## config.mk

```make
export PLATFORM = sky130hd
export DESIGN_NAME = dmc_cache
export DESIGN_NICKNAME = d
export VERILOG_FILES = /design/src/rtl/dmc_pkg.sv /design/src/rtl/dmc_store.sv /design/src/rtl/dmc_lookup.sv /design/src/rtl/dmc_ctrl.sv /design/src/rtl/dmc_cache.sv
export SDC_FILE = /design/constraint.sdc
export NUM_CORES = 1
export LEC_CHECK = 0
export BUFFER_PORTS_ARGS = -buffer_cell sky130_fd_sc_hd__buf_2
export CAP_MARGIN = 20
export CORE_MARGIN = 3
export CORE_UTILIZATION = 54
export DETAILED_ROUTE_END_ITERATION = 6
export PLACE_DENSITY_LB_ADDON = 0.3
export RECOVER_POWER = 25
export SYNTH_ARGS = -nofsm -noshare
export SYNTH_HDL_FRONTEND = slang
export SYNTH_SLANG_ARGS = --single-unit
```

## constraint.sdc

```tcl
create_clock -name clk -period 8.9 [get_ports clk]
set_clock_uncertainty 0.15 [all_clocks]
set_input_delay 0.445 -clock clk [delete_from_list [all_inputs] [get_ports clk]]
set_output_delay 0.445 -clock clk [all_outputs]
set_load 0.02 [all_outputs]
```

## src/rtl/dmc_pkg.sv

```systemverilog
package dmc_pkg;

    typedef enum logic [2:0] {
        ST_IDLE,
        ST_WBACK,
        ST_FETCH,
        ST_WMEM,
        ST_RESP
    } dmc_state_e;

endpackage

```

## src/rtl/dmc_store.sv

```systemverilog
module dmc_store #(
    parameter int unsigned IDX_W  = 3,
    parameter int unsigned TAG_W  = 5,
    parameter int unsigned DATA_W = 16
) (
    input  logic              clk,
    input  logic              rst_n,
    input  logic [IDX_W-1:0]  rd_idx,
    output logic              rd_valid,
    output logic              rd_dirty,
    output logic [TAG_W-1:0]  rd_tag,
    output logic [DATA_W-1:0] rd_data,
    input  logic              wr_en,
    input  logic [IDX_W-1:0]  wr_idx,
    input  logic              wr_valid,
    input  logic              wr_dirty,
    input  logic [TAG_W-1:0]  wr_tag,
    input  logic [DATA_W-1:0] wr_data
);
    localparam int unsigned LINES = 1 << IDX_W;

    typedef struct packed {
        logic              valid;
        logic              dirty;
        logic [TAG_W-1:0]  tag;
        logic [DATA_W-1:0] data;
    } line_t;

    line_t [LINES-1:0] lines_d, lines_q;

    always_comb begin
        lines_d = lines_q;
        if (wr_en) begin
            lines_d[wr_idx] = '{valid: wr_valid, dirty: wr_dirty,
                                tag: wr_tag, data: wr_data};
        end
    end

    always_ff @(posedge clk or negedge rst_n) begin
        if (!rst_n) lines_q <= '0;
        else        lines_q <= lines_d;
    end

    assign rd_valid = lines_q[rd_idx].valid;
    assign rd_dirty = lines_q[rd_idx].dirty;
    assign rd_tag   = lines_q[rd_idx].tag;
    assign rd_data  = lines_q[rd_idx].data;

endmodule

```

## src/rtl/dmc_lookup.sv

```systemverilog
module dmc_lookup #(
    parameter int unsigned TAG_W = 5
) (
    input  logic             line_valid,
    input  logic [TAG_W-1:0] line_tag,
    input  logic [TAG_W-1:0] req_tag,
    output logic             hit
);
    assign hit = line_valid && (line_tag == req_tag);
endmodule

```

## src/rtl/dmc_ctrl.sv

```systemverilog
module dmc_ctrl
    import dmc_pkg::*;
#(
    parameter int unsigned ADDR_W = 8,
    parameter int unsigned IDX_W  = 3,
    parameter int unsigned DATA_W = 16
) (
    input  logic                    clk,
    input  logic                    rst_n,
    input  logic                    cfg_wb,
    input  logic                    cfg_walloc,
    input  logic                    cpu_req,
    input  logic                    cpu_we,
    input  logic [ADDR_W-1:0]       cpu_addr,
    input  logic [DATA_W-1:0]       cpu_wdata,
    output logic                    cpu_ack,
    output logic [DATA_W-1:0]       cpu_rdata,
    output logic                    mem_req,
    output logic                    mem_we,
    output logic [ADDR_W-1:0]       mem_addr,
    output logic [DATA_W-1:0]       mem_wdata,
    input  logic                    mem_ack,
    input  logic [DATA_W-1:0]       mem_rdata,
    output logic                    hit_pulse,
    output logic                    miss_pulse,
    output logic [IDX_W-1:0]        lk_idx,
    output logic [ADDR_W-IDX_W-1:0] lk_tag,
    input  logic                    lk_hit,
    input  logic                    ln_valid,
    input  logic                    ln_dirty,
    input  logic [ADDR_W-IDX_W-1:0] ln_tag,
    input  logic [DATA_W-1:0]       ln_data,
    output logic                    wr_en,
    output logic                    wr_valid,
    output logic                    wr_dirty,
    output logic [ADDR_W-IDX_W-1:0] wr_tag,
    output logic [DATA_W-1:0]       wr_data
);
    localparam int unsigned TAG_W = ADDR_W - IDX_W;

    typedef struct packed {
        dmc_state_e        st;
        logic              we;
        logic [ADDR_W-1:0] addr;
        logic [DATA_W-1:0] wdata;
        logic [DATA_W-1:0] rdata;
        logic              hit;
        logic              miss;
    } ctl_t;

    ctl_t ctl_d, ctl_q;

    logic [IDX_W-1:0] q_idx;
    logic [TAG_W-1:0] q_tag;

    assign q_idx  = ctl_q.addr[IDX_W-1:0];
    assign q_tag  = ctl_q.addr[ADDR_W-1:IDX_W];
    assign lk_idx = (ctl_q.st == ST_IDLE) ? cpu_addr[IDX_W-1:0] : q_idx;
    assign lk_tag = (ctl_q.st == ST_IDLE) ? cpu_addr[ADDR_W-1:IDX_W] : q_tag;

    always_comb begin
        ctl_d      = ctl_q;
        ctl_d.hit  = 1'b0;
        ctl_d.miss = 1'b0;
        wr_en      = 1'b0;
        wr_valid   = ln_valid;
        wr_dirty   = ln_dirty;
        wr_tag     = ln_tag;
        wr_data    = ln_data;
        mem_req    = 1'b0;
        mem_we     = 1'b0;
        mem_addr   = ctl_q.addr;
        mem_wdata  = ctl_q.wdata;

        unique case (ctl_q.st)
            ST_IDLE: begin
                if (cpu_req) begin
                    ctl_d.we    = cpu_we;
                    ctl_d.addr  = cpu_addr;
                    ctl_d.wdata = cpu_wdata;
                    if (lk_hit) begin
                        ctl_d.hit = 1'b1;
                        if (!cpu_we) begin
                            ctl_d.rdata = ln_data;
                            ctl_d.st    = ST_RESP;
                        end else begin
                            wr_en    = 1'b1;
                            wr_data  = cpu_wdata;
                            wr_dirty = cfg_wb ? 1'b1 : ln_dirty;
                            ctl_d.st = cfg_wb ? ST_RESP : ST_WMEM;
                        end
                    end else begin
                        ctl_d.miss = 1'b1;
                        if (cpu_we && !cfg_walloc)    ctl_d.st = ST_WMEM;
                        else if (ln_valid && ln_dirty) ctl_d.st = ST_WBACK;
                        else                           ctl_d.st = ST_FETCH;
                    end
                end
            end
            ST_WBACK: begin
                mem_req   = 1'b1;
                mem_we    = 1'b1;
                mem_addr  = {ln_tag, q_idx};
                mem_wdata = ln_data;
                if (mem_ack) ctl_d.st = ST_FETCH;
            end
            ST_FETCH: begin
                mem_req = 1'b1;
                if (mem_ack) begin
                    wr_en    = 1'b1;
                    wr_valid = 1'b1;
                    wr_tag   = q_tag;
                    if (ctl_q.we) begin
                        wr_data  = ctl_q.wdata;
                        wr_dirty = cfg_wb;
                        ctl_d.st = cfg_wb ? ST_RESP : ST_WMEM;
                    end else begin
                        wr_data     = mem_rdata;
                        wr_dirty    = 1'b0;
                        ctl_d.rdata = mem_rdata;
                        ctl_d.st    = ST_RESP;
                    end
                end
            end
            ST_WMEM: begin
                mem_req = 1'b1;
                mem_we  = 1'b1;
                if (mem_ack) ctl_d.st = ST_RESP;
            end
            ST_RESP: begin
                ctl_d.st = ST_IDLE;
            end
            default: ctl_d.st = ST_IDLE;
        endcase
    end

    always_ff @(posedge clk or negedge rst_n) begin
        if (!rst_n) begin
            ctl_q    <= '0;
            ctl_q.st <= ST_IDLE;
        end else begin
            ctl_q <= ctl_d;
        end
    end

    assign cpu_ack    = (ctl_q.st == ST_RESP);
    assign cpu_rdata  = ctl_q.rdata;
    assign hit_pulse  = ctl_q.hit;
    assign miss_pulse = ctl_q.miss;

endmodule

```

## src/rtl/dmc_cache.sv

```systemverilog
module dmc_cache #(
    parameter int unsigned ADDR_W = 8,
    parameter int unsigned IDX_W  = 3,
    parameter int unsigned DATA_W = 16
) (
    input  logic              clk,
    input  logic              rst_n,
    input  logic              cfg_wb,
    input  logic              cfg_walloc,
    input  logic              cpu_req,
    input  logic              cpu_we,
    input  logic [ADDR_W-1:0] cpu_addr,
    input  logic [DATA_W-1:0] cpu_wdata,
    output logic              cpu_ack,
    output logic [DATA_W-1:0] cpu_rdata,
    output logic              mem_req,
    output logic              mem_we,
    output logic [ADDR_W-1:0] mem_addr,
    output logic [DATA_W-1:0] mem_wdata,
    input  logic              mem_ack,
    input  logic [DATA_W-1:0] mem_rdata,
    output logic              hit_pulse,
    output logic              miss_pulse
);
    localparam int unsigned TAG_W = ADDR_W - IDX_W;

    logic [IDX_W-1:0]  lk_idx;
    logic [TAG_W-1:0]  lk_tag;
    logic              lk_hit;
    logic              ln_valid;
    logic              ln_dirty;
    logic [TAG_W-1:0]  ln_tag;
    logic [DATA_W-1:0] ln_data;
    logic              wr_en;
    logic              wr_valid;
    logic              wr_dirty;
    logic [TAG_W-1:0]  wr_tag;
    logic [DATA_W-1:0] wr_data;

    dmc_store #(.IDX_W(IDX_W), .TAG_W(TAG_W), .DATA_W(DATA_W)) u_store (
        .clk      (clk),
        .rst_n    (rst_n),
        .rd_idx   (lk_idx),
        .rd_valid (ln_valid),
        .rd_dirty (ln_dirty),
        .rd_tag   (ln_tag),
        .rd_data  (ln_data),
        .wr_en    (wr_en),
        .wr_idx   (lk_idx),
        .wr_valid (wr_valid),
        .wr_dirty (wr_dirty),
        .wr_tag   (wr_tag),
        .wr_data  (wr_data)
    );

    dmc_lookup #(.TAG_W(TAG_W)) u_lookup (
        .line_valid (ln_valid),
        .line_tag   (ln_tag),
        .req_tag    (lk_tag),
        .hit        (lk_hit)
    );

    dmc_ctrl #(.ADDR_W(ADDR_W), .IDX_W(IDX_W), .DATA_W(DATA_W)) u_ctrl (
        .clk        (clk),
        .rst_n      (rst_n),
        .cfg_wb     (cfg_wb),
        .cfg_walloc (cfg_walloc),
        .cpu_req    (cpu_req),
        .cpu_we     (cpu_we),
        .cpu_addr   (cpu_addr),
        .cpu_wdata  (cpu_wdata),
        .cpu_ack    (cpu_ack),
        .cpu_rdata  (cpu_rdata),
        .mem_req    (mem_req),
        .mem_we     (mem_we),
        .mem_addr   (mem_addr),
        .mem_wdata  (mem_wdata),
        .mem_ack    (mem_ack),
        .mem_rdata  (mem_rdata),
        .hit_pulse  (hit_pulse),
        .miss_pulse (miss_pulse),
        .lk_idx     (lk_idx),
        .lk_tag     (lk_tag),
        .lk_hit     (lk_hit),
        .ln_valid   (ln_valid),
        .ln_dirty   (ln_dirty),
        .ln_tag     (ln_tag),
        .ln_data    (ln_data),
        .wr_en      (wr_en),
        .wr_valid   (wr_valid),
        .wr_dirty   (wr_dirty),
        .wr_tag     (wr_tag),
        .wr_data    (wr_data)
    );

endmodule

```

# After elaboration in Yosys (flattened, before gate mapping)
# Index checks and enable logic that the tools add are counted.
# classes
n_mux	51
eq_ne	12
reduce_logical	12
magnitude_cmp	2
# ops
cell	n
$bwmux W184	1
$mux W16	9
$bmux W23 S3	1
$demux W23 S3	1
$pmux W16 S2	2
$mux W23	2
$mux W46	1
$mux W3	8
$mux W17	1
$mux W1	15
$mux W5	3
$ne A2 B2 Y1 const B	7
$pmux W3 S4	1
$mux W8	1
$eq A3 B2 Y1 const B	2
$mux W2	3
$reduce_and A6 Y1	1
$eq A5 B5 Y1	1
$logic_and A1 B1 Y1	4
$lt A3 B4 Y1 const B	1
$pmux W1 S2	2
$reduce_and A4 Y1	1
$eq A3 B1 Y1 const B	1
$eq A3 B3 Y1 const B	1
other kinds (7)	7
# word_totals
word_cells	116
output_inout_bits	45
input_bits	47
ff_bits	230

# Longest topological paths before layout
# Gate-level depths: netlist of the first run.
# logic_depth
word_depth	10
ltp_mapped	16

# By module
# Synthesis of the first run repeated with hierarchy kept, for this count alone.
# unflattened
cells_unflattened	788
area_unflattened_um2	11579.9
# modules_own_cells
module	instances	cells_each	area_per_inst_um2	seq_area_each_um2
dmc_store	1	476	8449.4	4604.4
dmc_ctrl	1	305	3074.2	1151.1
dmc_lookup	1	7	56.3	0.0

# Worst setup path after synthesis of the first run
# No wires, ideal clock.
# synth_timing
path_type	register to register
start	register u_ctrl.ctl_q[45] (netlist bit)
end	register u_store.lines_q[87] (netlist bit)
arrival_time_ns	3.459
path_slack_ns	5.166
path_stages_with_launch	16
synth_period_minus_slack_ns	3.734
required_ns	8.625
cell_sequence	dfrtp_1 > buf_6 > or4b_4 > nand2_2 > buf_12 > buf_6 > mux2_1 > a22oi_1 > o221ai_1 > and3b_1 > and4_1 > buf_4 > buf_6 > o21ai_4 > buf_4 > mux2_2
# synth_between
elab_chain_len	9
elab_cells_between_ends	19
classes_between	order compare: 2; eq/ne: 2; mux: 12; reduce/logical: 3
# synth_rtl
item	line	text
start: declaration	dmc_ctrl.sv:51	ctl_t ctl_d, ctl_q;
start signal: assignment	dmc_ctrl.sv:142	ctl_q <= ctl_d;
$logic_not A3 Y1	dmc_ctrl.sv:58, dmc_ctrl.sv:59, dmc_ctrl.sv:75	
$mux W3	dmc_ctrl.sv:58	assign lk_idx = (ctl_q.st == ST_IDLE) ? cpu_addr[IDX_W-1:0] : q_idx;
$bmux W23 S3	dmc_store.sv:44, dmc_store.sv:46	
$mux W23 (not written as such)	dmc_store.sv:44	assign rd_valid = lines_q[rd_idx].valid;
$eq A5 B5 Y1	dmc_lookup.sv:9	assign hit = line_valid && (line_tag == req_tag);
$logic_and A1 B1 Y1	dmc_lookup.sv:9	
$mux W1	dmc_ctrl.sv:81	if (lk_hit) begin
$mux W1	dmc_ctrl.sv:77	if (cpu_req) begin
$pmux W1 S2	dmc_ctrl.sv:75	unique case (ctl_q.st)
end signal: assignment	dmc_store.sv:41	else lines_q <= lines_d;
end: declaration	dmc_store.sv:29	line_t [LINES-1:0] lines_d, lines_q;
# Parallel ways exist; a longest one is shown, timed or not. The select of a mux whose other input is x is not followed.
# A chain may end at the register's enable or synchronous reset.

==> results.tsv, run 1 <==
stage	metric	value	unit
status	run status	finished, violations left	
status	failing checks	max-capacitance violations, max-slew violations	
timing	final hold viol count	0	
grt	first-pass GRT wire length	50600	um
placed_design	I/O Buffers	91	
synth	Ys Warns	0	
clock_tree	maximum root-to-sink buffer count	3	
synth	prevailing post-synth register cell	dfrtp_1	
clock_tree	Skew-Pair Late Insertion Delay	0.52	ns
timing	min Tclk post-route	5.87	ns
detailed_routing	DRT iter0 DRCs	917	
grt	vias in the first global route	8823	
synth	area leader, netlist	dfrtp_1	
critical_path	critical path data required time	9.05	ns
synth	synth unique cells	71	
detailed_routing	1st-pass router iterations	5	
placed_design	GP Congestion	0.844	
grt	met1 Track Usage GR	39.1	%
floorplanning	Die Y	153	um
placed_design	Final HPWL DP	20300	um
grt	initial antenna violation count	0	
detailed_routing	detailed-route via count	8822	
synth	top cell type's share of synthesized area	49.3	%
synth	Seq/Total Area, Yosys	49.3	%
floorplanning	row count	53	
critical_path	r2r endpoint	u_store.lines_q[67]	
critical_path	CP arrival	6.02	ns
critical_path	crit-path max FO	87	
clock_tree	number of buffers created by CTS	25	
timing	WHS	0.0114	ns
finish	area delta synth->final	10.2	%
critical_path	Top Family by Delay on Critical Path	buffers and inverters	
synth	Net Count, Synth	1146	
critical_path	CP max stage delay	3.35	ns
critical_path	CP Launch Type	primary input	
critical_path	reg2reg start	u_ctrl.ctl_q[43]	
detailed_routing	antenna viol nets, final	0	
grt	global route overflow	0	
pwr	Worst VDD drop	0.179	mV
critical_path	CP endpoint kind	async pin	
timing	relative slew slack	-220	%
floorplanning	IO Count	92	
synth	Seq cells post-synth	230	
worst_hold_path	HP Class	in2reg	
worst_hold_path	hold path depth	3	
timing	Least-Margin Pin Slew	4.80	ns
synth	Netlist Area Pre-Place	11700	sq um
synth	synth cell count leaders	230 x dfrtp_1, 193 x nand2_1, 93 x mux2i_1	
finish	Final #Nets	1198	
floorplanning	Core Box Area	21200	sq um
timing	Slew Limit Fails	158	
critical_path	CP max-delay cell	clkbuf_1	
grt	met3 usage	3.88	%
worst_hold_path	hold worst-path end	u_ctrl.ctl_q[27]	
timing	post-route setup TNS	0	ns
finish	fill cell count	1754	
grt	GRT Util Overall	26.6	%
synth	top-count cell post-synth	dfrtp_1	
clock_tree	postcts setup bufs	0	
timing	fmax	0.170	GHz
floorplanning	Die X	153	um
detailed_routing	DR vias/cell	6.13	
critical_path	FF-to-FF setup slack	3.90	ns
synth	synthesized area per cell	10.6	sq um
critical_path	critical-path cell list	dlygate4sd3_1 > clkbuf_1 > clkbuf_2	
pwr	leakage	6.08	nW
timing	Final Setup Violations	0	
clock_tree	clk sinks	230	
synth	Post-synth EDFFs	0	
floorplanning	Die ar.	23400	sq um
detailed_routing	DRC errors left	0	
synth	Synth async-reset ratio	100	%
pwr	Power Dens Cells	432	nW/um^2
synth	Synth Instances	1099	
grt	pin count of the biggest net entering global routing	88	
clock_tree	Clock Tree Root	clkbuf_16	
detailed_routing	WL/cell	21.9	um
clock_tree	CTS clk-pin slew, worst paths	0.06	ns
finish	share of layout cells above drive strength 1	19.2	%
timing	Final Cycle Share	65.9	%
critical_path	R2R depth	11	
job	max cap viols	2	
critical_path	crit path launch	rst_n	
grt	met2 GRT Util	42.3	%
clock_tree	CTS tree	done	
floorplanning	Starting Density	55.2	%
detailed_routing	final WL	31500	um
grt	GR peak layer	met2	
clock_tree	H-tree Lvls	1	
critical_path	critical path class	in2async	
synth	largest cells by area after synthesis	dfrtp_1 49%, mux2i_1 8.0%, nand2_1 6.2%	
timing	RSZ-0062 raised after global routing	no	
critical_path	Bufs and invs on worst path	3	
finish	ant diodes	0	
worst_hold_path	Hold Path Origin	cpu_wdata[9]	
==> worst max path at each step <==
stage	endpoint	slack (ns)	cells after the start
3_3_place_gp	u_store.lines_q[67]	4.02	11
4_1_cts	u_store.lines_q[132]	3.97	11
2_1_floorplan	u_store.lines_q[87]	5.17	15
3_5_place_dp	u_store.lines_q[132]	3.96	11
5_1_grt	u_store.lines_q[63]	2.06	3
6_report	u_store.lines_q[63]	3.03	3
==> logic make-up after synthesis <==
logic type      after synthesis  share of synthesized area (%)
compound gates              266                           17.1
xor+xnor                      5                          0.375
buf+inv                     146                           6.48
mux                         168                           16.3
flops                       230                           49.3
simple gates                284                           10.5
==> power breakdown <==
group          total [mW]  switching [mW]  internal (mW)
sequential           1.83           0.322           1.51
combinational        2.77            1.75           1.03
clock               0.964           0.409          0.555
total                5.57            2.48           3.09
==> tightest hold or removal path, delay by kind of cell <==
kind / cells / cell delay, ns
and+or+nand+nor: 2 / 0.10
buffers and inverters: 1 / 0.09
==> placed cells by master, fill, tap and decap left out, types with 25 or more instances in the layout <==
cell       synthesis  layout
a21oi_1           62      61
buf_2             12      69
clkbuf_1          39      29
clkbuf_16          0      25
dfrtp_1          230     230
inv_1             54      54
mux2_2            55      55
mux2i_1           93      93
nand2_1          193     193
nor2_1            44      44
o21ai_0           38      38
o2bb2ai_1         81      81
==> stage by stage <==
stage          area [sq um]  util [%]  total power [mW]  worst slack [ns]  std cells
2_1_floorplan         11700         -              3.78              5.17       1099
3_3_place_gp          12100      57.2              4.49              4.02       1391
3_5_place_dp          12100      57.2              4.55              3.96       1391
4_1_cts               12900      61.1              5.54              3.97       1440
5_1_grt               12900      60.9              5.91              2.06       1440
6_report              12900      60.9              5.57              3.03       1440
==> flip-flops by register name, indices dropped and copies added (netlist names) <==
| register | cells |
|---|---|
| u_ctrl.hit_pulse | 1 |
| u_ctrl.ctl_q | 28 |
| u_ctrl.miss_pulse | 1 |
| u_ctrl.cpu_rdata | 16 |
| u_store.lines_q | 184 |
==> what timing repair did <==
item,in CTS,in global routing
hold buffers,8,0
endpoints found under the hold margin,92,0
endpoints found under the setup margin,0,0
resized for setup,0,0
==> layout make-up <==
type	count	area, sq um	share of cell area (%)
clock buffer	37	721	5.59
clock inverter	4	23.8	0.185
inverter	54	203	1.57
multi-input combinational	723	5190	40.3
sequential	230	5760	44.7
tap	275	344	2.67
timing repair buffer	117	641	4.97
==> metal layers <==
layer	wire length, um	part of all wire [%]
met5	0	0
met4	639	2.0
met3	2490	7.9
met2	14500	46
met1	13800	44
Power figures use the tool's default switching activity.
==> run 2, diff against run 1 <==
==> constraint.sdc (replaced) <==
create_clock -name clk -period 4.8 [get_ports clk]
set_clock_uncertainty 0.15 [all_clocks]
set_input_delay 0.24 -clock clk [delete_from_list [all_inputs] [get_ports clk]]
set_output_delay 0.24 -clock clk [all_outputs]
set_load 0.02 [all_outputs]
==> run 2 against run 1 <==
Global-route usage increased by 1.1 points. The flow still finishes with violations (max-capacitance violations, max-slew violations). Non-clock buffer count grew 60. Final cell count is 4.3% higher. Critical path depth grew 9. Power increased by 95%. Largest cell class unchanged. Combinational power rose by 94%.
==> results.tsv, run 2 (same netlist as run 1, synthesis figures left out) <==
stage	metric	value	unit
finish	ant diodes	0	
placed_design	GP Congestion	0.865	
grt	initial antenna violation count	0	
grt	global route overflow	0	
timing	fmax	0.225	GHz
job	max cap viols	1	
detailed_routing	WL/cell	22.0	um
placed_design	placed cell areas	12300	sq um
timing	Slew Limit Fails	112	
critical_path	CP arrival	4.73	ns
status	failing checks	max-capacitance violations, max-slew violations	
grt	first-pass GRT wire length	52300	um
clock_tree	postcts setup bufs	0	
detailed_routing	metal3 WL	2980	um
timing	post-route setup TNS	0	ns
clock_tree	Clock Tree Root	clkbuf_16	
floorplanning	Core Box Area	21200	sq um
critical_path	CP Launch Type	flop	
grt	vias in the first global route	9131	
timing	WHS	0.00908	ns
finish	most frequent cells in the layout	230 x dfrtp_1, 193 x nand2_1, 93 x mux2i_1	
detailed_routing	antenna viol nets, final	0	
detailed_routing	uppermost layer routed	met4	
clock_tree	clk sinks	230	
finish	post-route design area	13600	sq um
floorplanning	Die ar.	23400	sq um
floorplanning	Starting Density	55.2	%
clock_tree	CTS tree	done	
finish	Biggest register	u_store.lines_q	
status	run status	finished, violations left	
finish	most common cell after layout, fill and taps aside	dfrtp_1	
pwr	Worst VDD drop	0.340	mV
grt	GRT Util Overall	27.7	%
critical_path	CP endpoint kind	flop	
timing	min Tclk post-route	4.44	ns
floorplanning	Die X	153	um
critical_path	crit-path max FO	13	
detailed_routing	1st-pass router iterations	5	
finish	fill cell count	1603	
floorplanning	IO Count	92	
timing	Least-Margin Pin Slew	2.69	ns
detailed_routing	detailed-route via count	9185	
finish	Largest register FFs	184	
floorplanning	row count	53	
detailed_routing	DRC errors left	0	
detailed_routing	DRT iter0 DRCs	930	
pwr	Power Dens Cells	798	nW/um^2
placed_design	I/O Buffers	91	
finish	Final #Nets	1258	
clock_tree	CTS clk-pin slew, worst paths	0.06	ns
worst_hold_path	HP Class	in2reg	
detailed_routing	final WL	33100	um
finish	share of layout cells above drive strength 1	21.1	%
timing	Final Cycle Share	92.6	%
timing	Final Setup Violations	0	
critical_path	critical path class	reg2reg	
finish	area delta synth->final	16.3	%
clock_tree	maximum root-to-sink buffer count	3	
clock_tree	number of buffers created by CTS	25	
timing	RSZ-0062 raised after global routing	no	
timing	final hold viol count	0	
pwr	leakage	6.43	nW
detailed_routing	met2 wire len	15100	um
clock_tree	Skew-Pair Late Insertion Delay	0.52	ns
detailed_routing	DR vias/cell	6.12	
grt	pin count of the biggest net entering global routing	112	
timing	relative slew slack	-79.6	%
detailed_routing	wire length on met1	14200	um
clock_tree	H-tree Lvls	1	
critical_path	critical path data required time	5.09	ns
floorplanning	Die Y	153	um
placed_design	Final HPWL DP	21500	um
run 2: cell type report:
cell class / instances / area [sq um] / share of cell area, %
Inverter: 54 / 203 / 1.49
Clock inverter: 12 / 215 / 1.58
Tap cell: 275 / 344 / 2.53
Multi-Input combinational cell: 723 / 5190 / 38.2
Sequential cell: 230 / 5760 / 42.4
Clock buffer: 31 / 688 / 5.06
Timing Repair Buffer: 177 / 1190 / 8.75
run 2: layer usage:
metal,global-route usage [%],vias up
li1,-,4091
met5,0,-
met3,5.92,80
met2,43.3,484
met4,8.15,0
met1,39.5,4530
run 2: power breakdown:
group	switching, mW	internal, mW	leakage, nW
registers	0.558	2.80	2.89
clock network	0.781	1.33	0.440
logic	3.38	2.00	3.10
run 2: what timing repair did:
action                                 CTS  global route
setup endpoints to repair                0             0
gates resized for setup                  0             0
endpoints found under the hold margin  213             0
hold buffers                            44             0
run 2: final timing paths:
path	start	depth (start not counted)	to	slack, ns
hold reg to reg	u_store.lines_q[160]	1	u_store.lines_q[160]	0.32
setup reg to reg	u_ctrl.ctl_q[43]	12	u_store.lines_q[174]	0.36
min in group asynchronous	rst_n	2	u_ctrl.ctl_q[26]	0.94
max in group asynchronous	rst_n	3	u_store.lines_q[139]	1.76
setup / recovery	u_ctrl.ctl_q[43]	12	u_store.lines_q[174]	0.36
hold / removal	mem_rdata[12]	4	u_ctrl.cpu_rdata[12]	0.009
run 2: worst max-delay path, stage by stage, from the launching register on:
cell and delay (ns):
dfrtp_1 0.48, or4b_1 0.65, and2_0 0.31, buf_4 0.26
nor2_2 0.38, a22oi_1 0.18, o221ai_1 0.24, and3b_1 0.22
and4_1 0.20, buf_4 0.23, o21a_1 0.43, buf_4 0.40
mux2i_1 0.23
run 2: per-stage QoR:
stage               std cells  total power, mW  setup WS (ns)  utilization (%)
finish                   1502             10.8          0.357             64.2
global route             1502             11.4          0.130             64.2
CTS                      1502             10.8          0.412             64.4
detailed placement       1415             8.58          0.466             58.0
global placement         1415             8.45          0.544             58.0
floorplan                1099             7.02           1.07                -
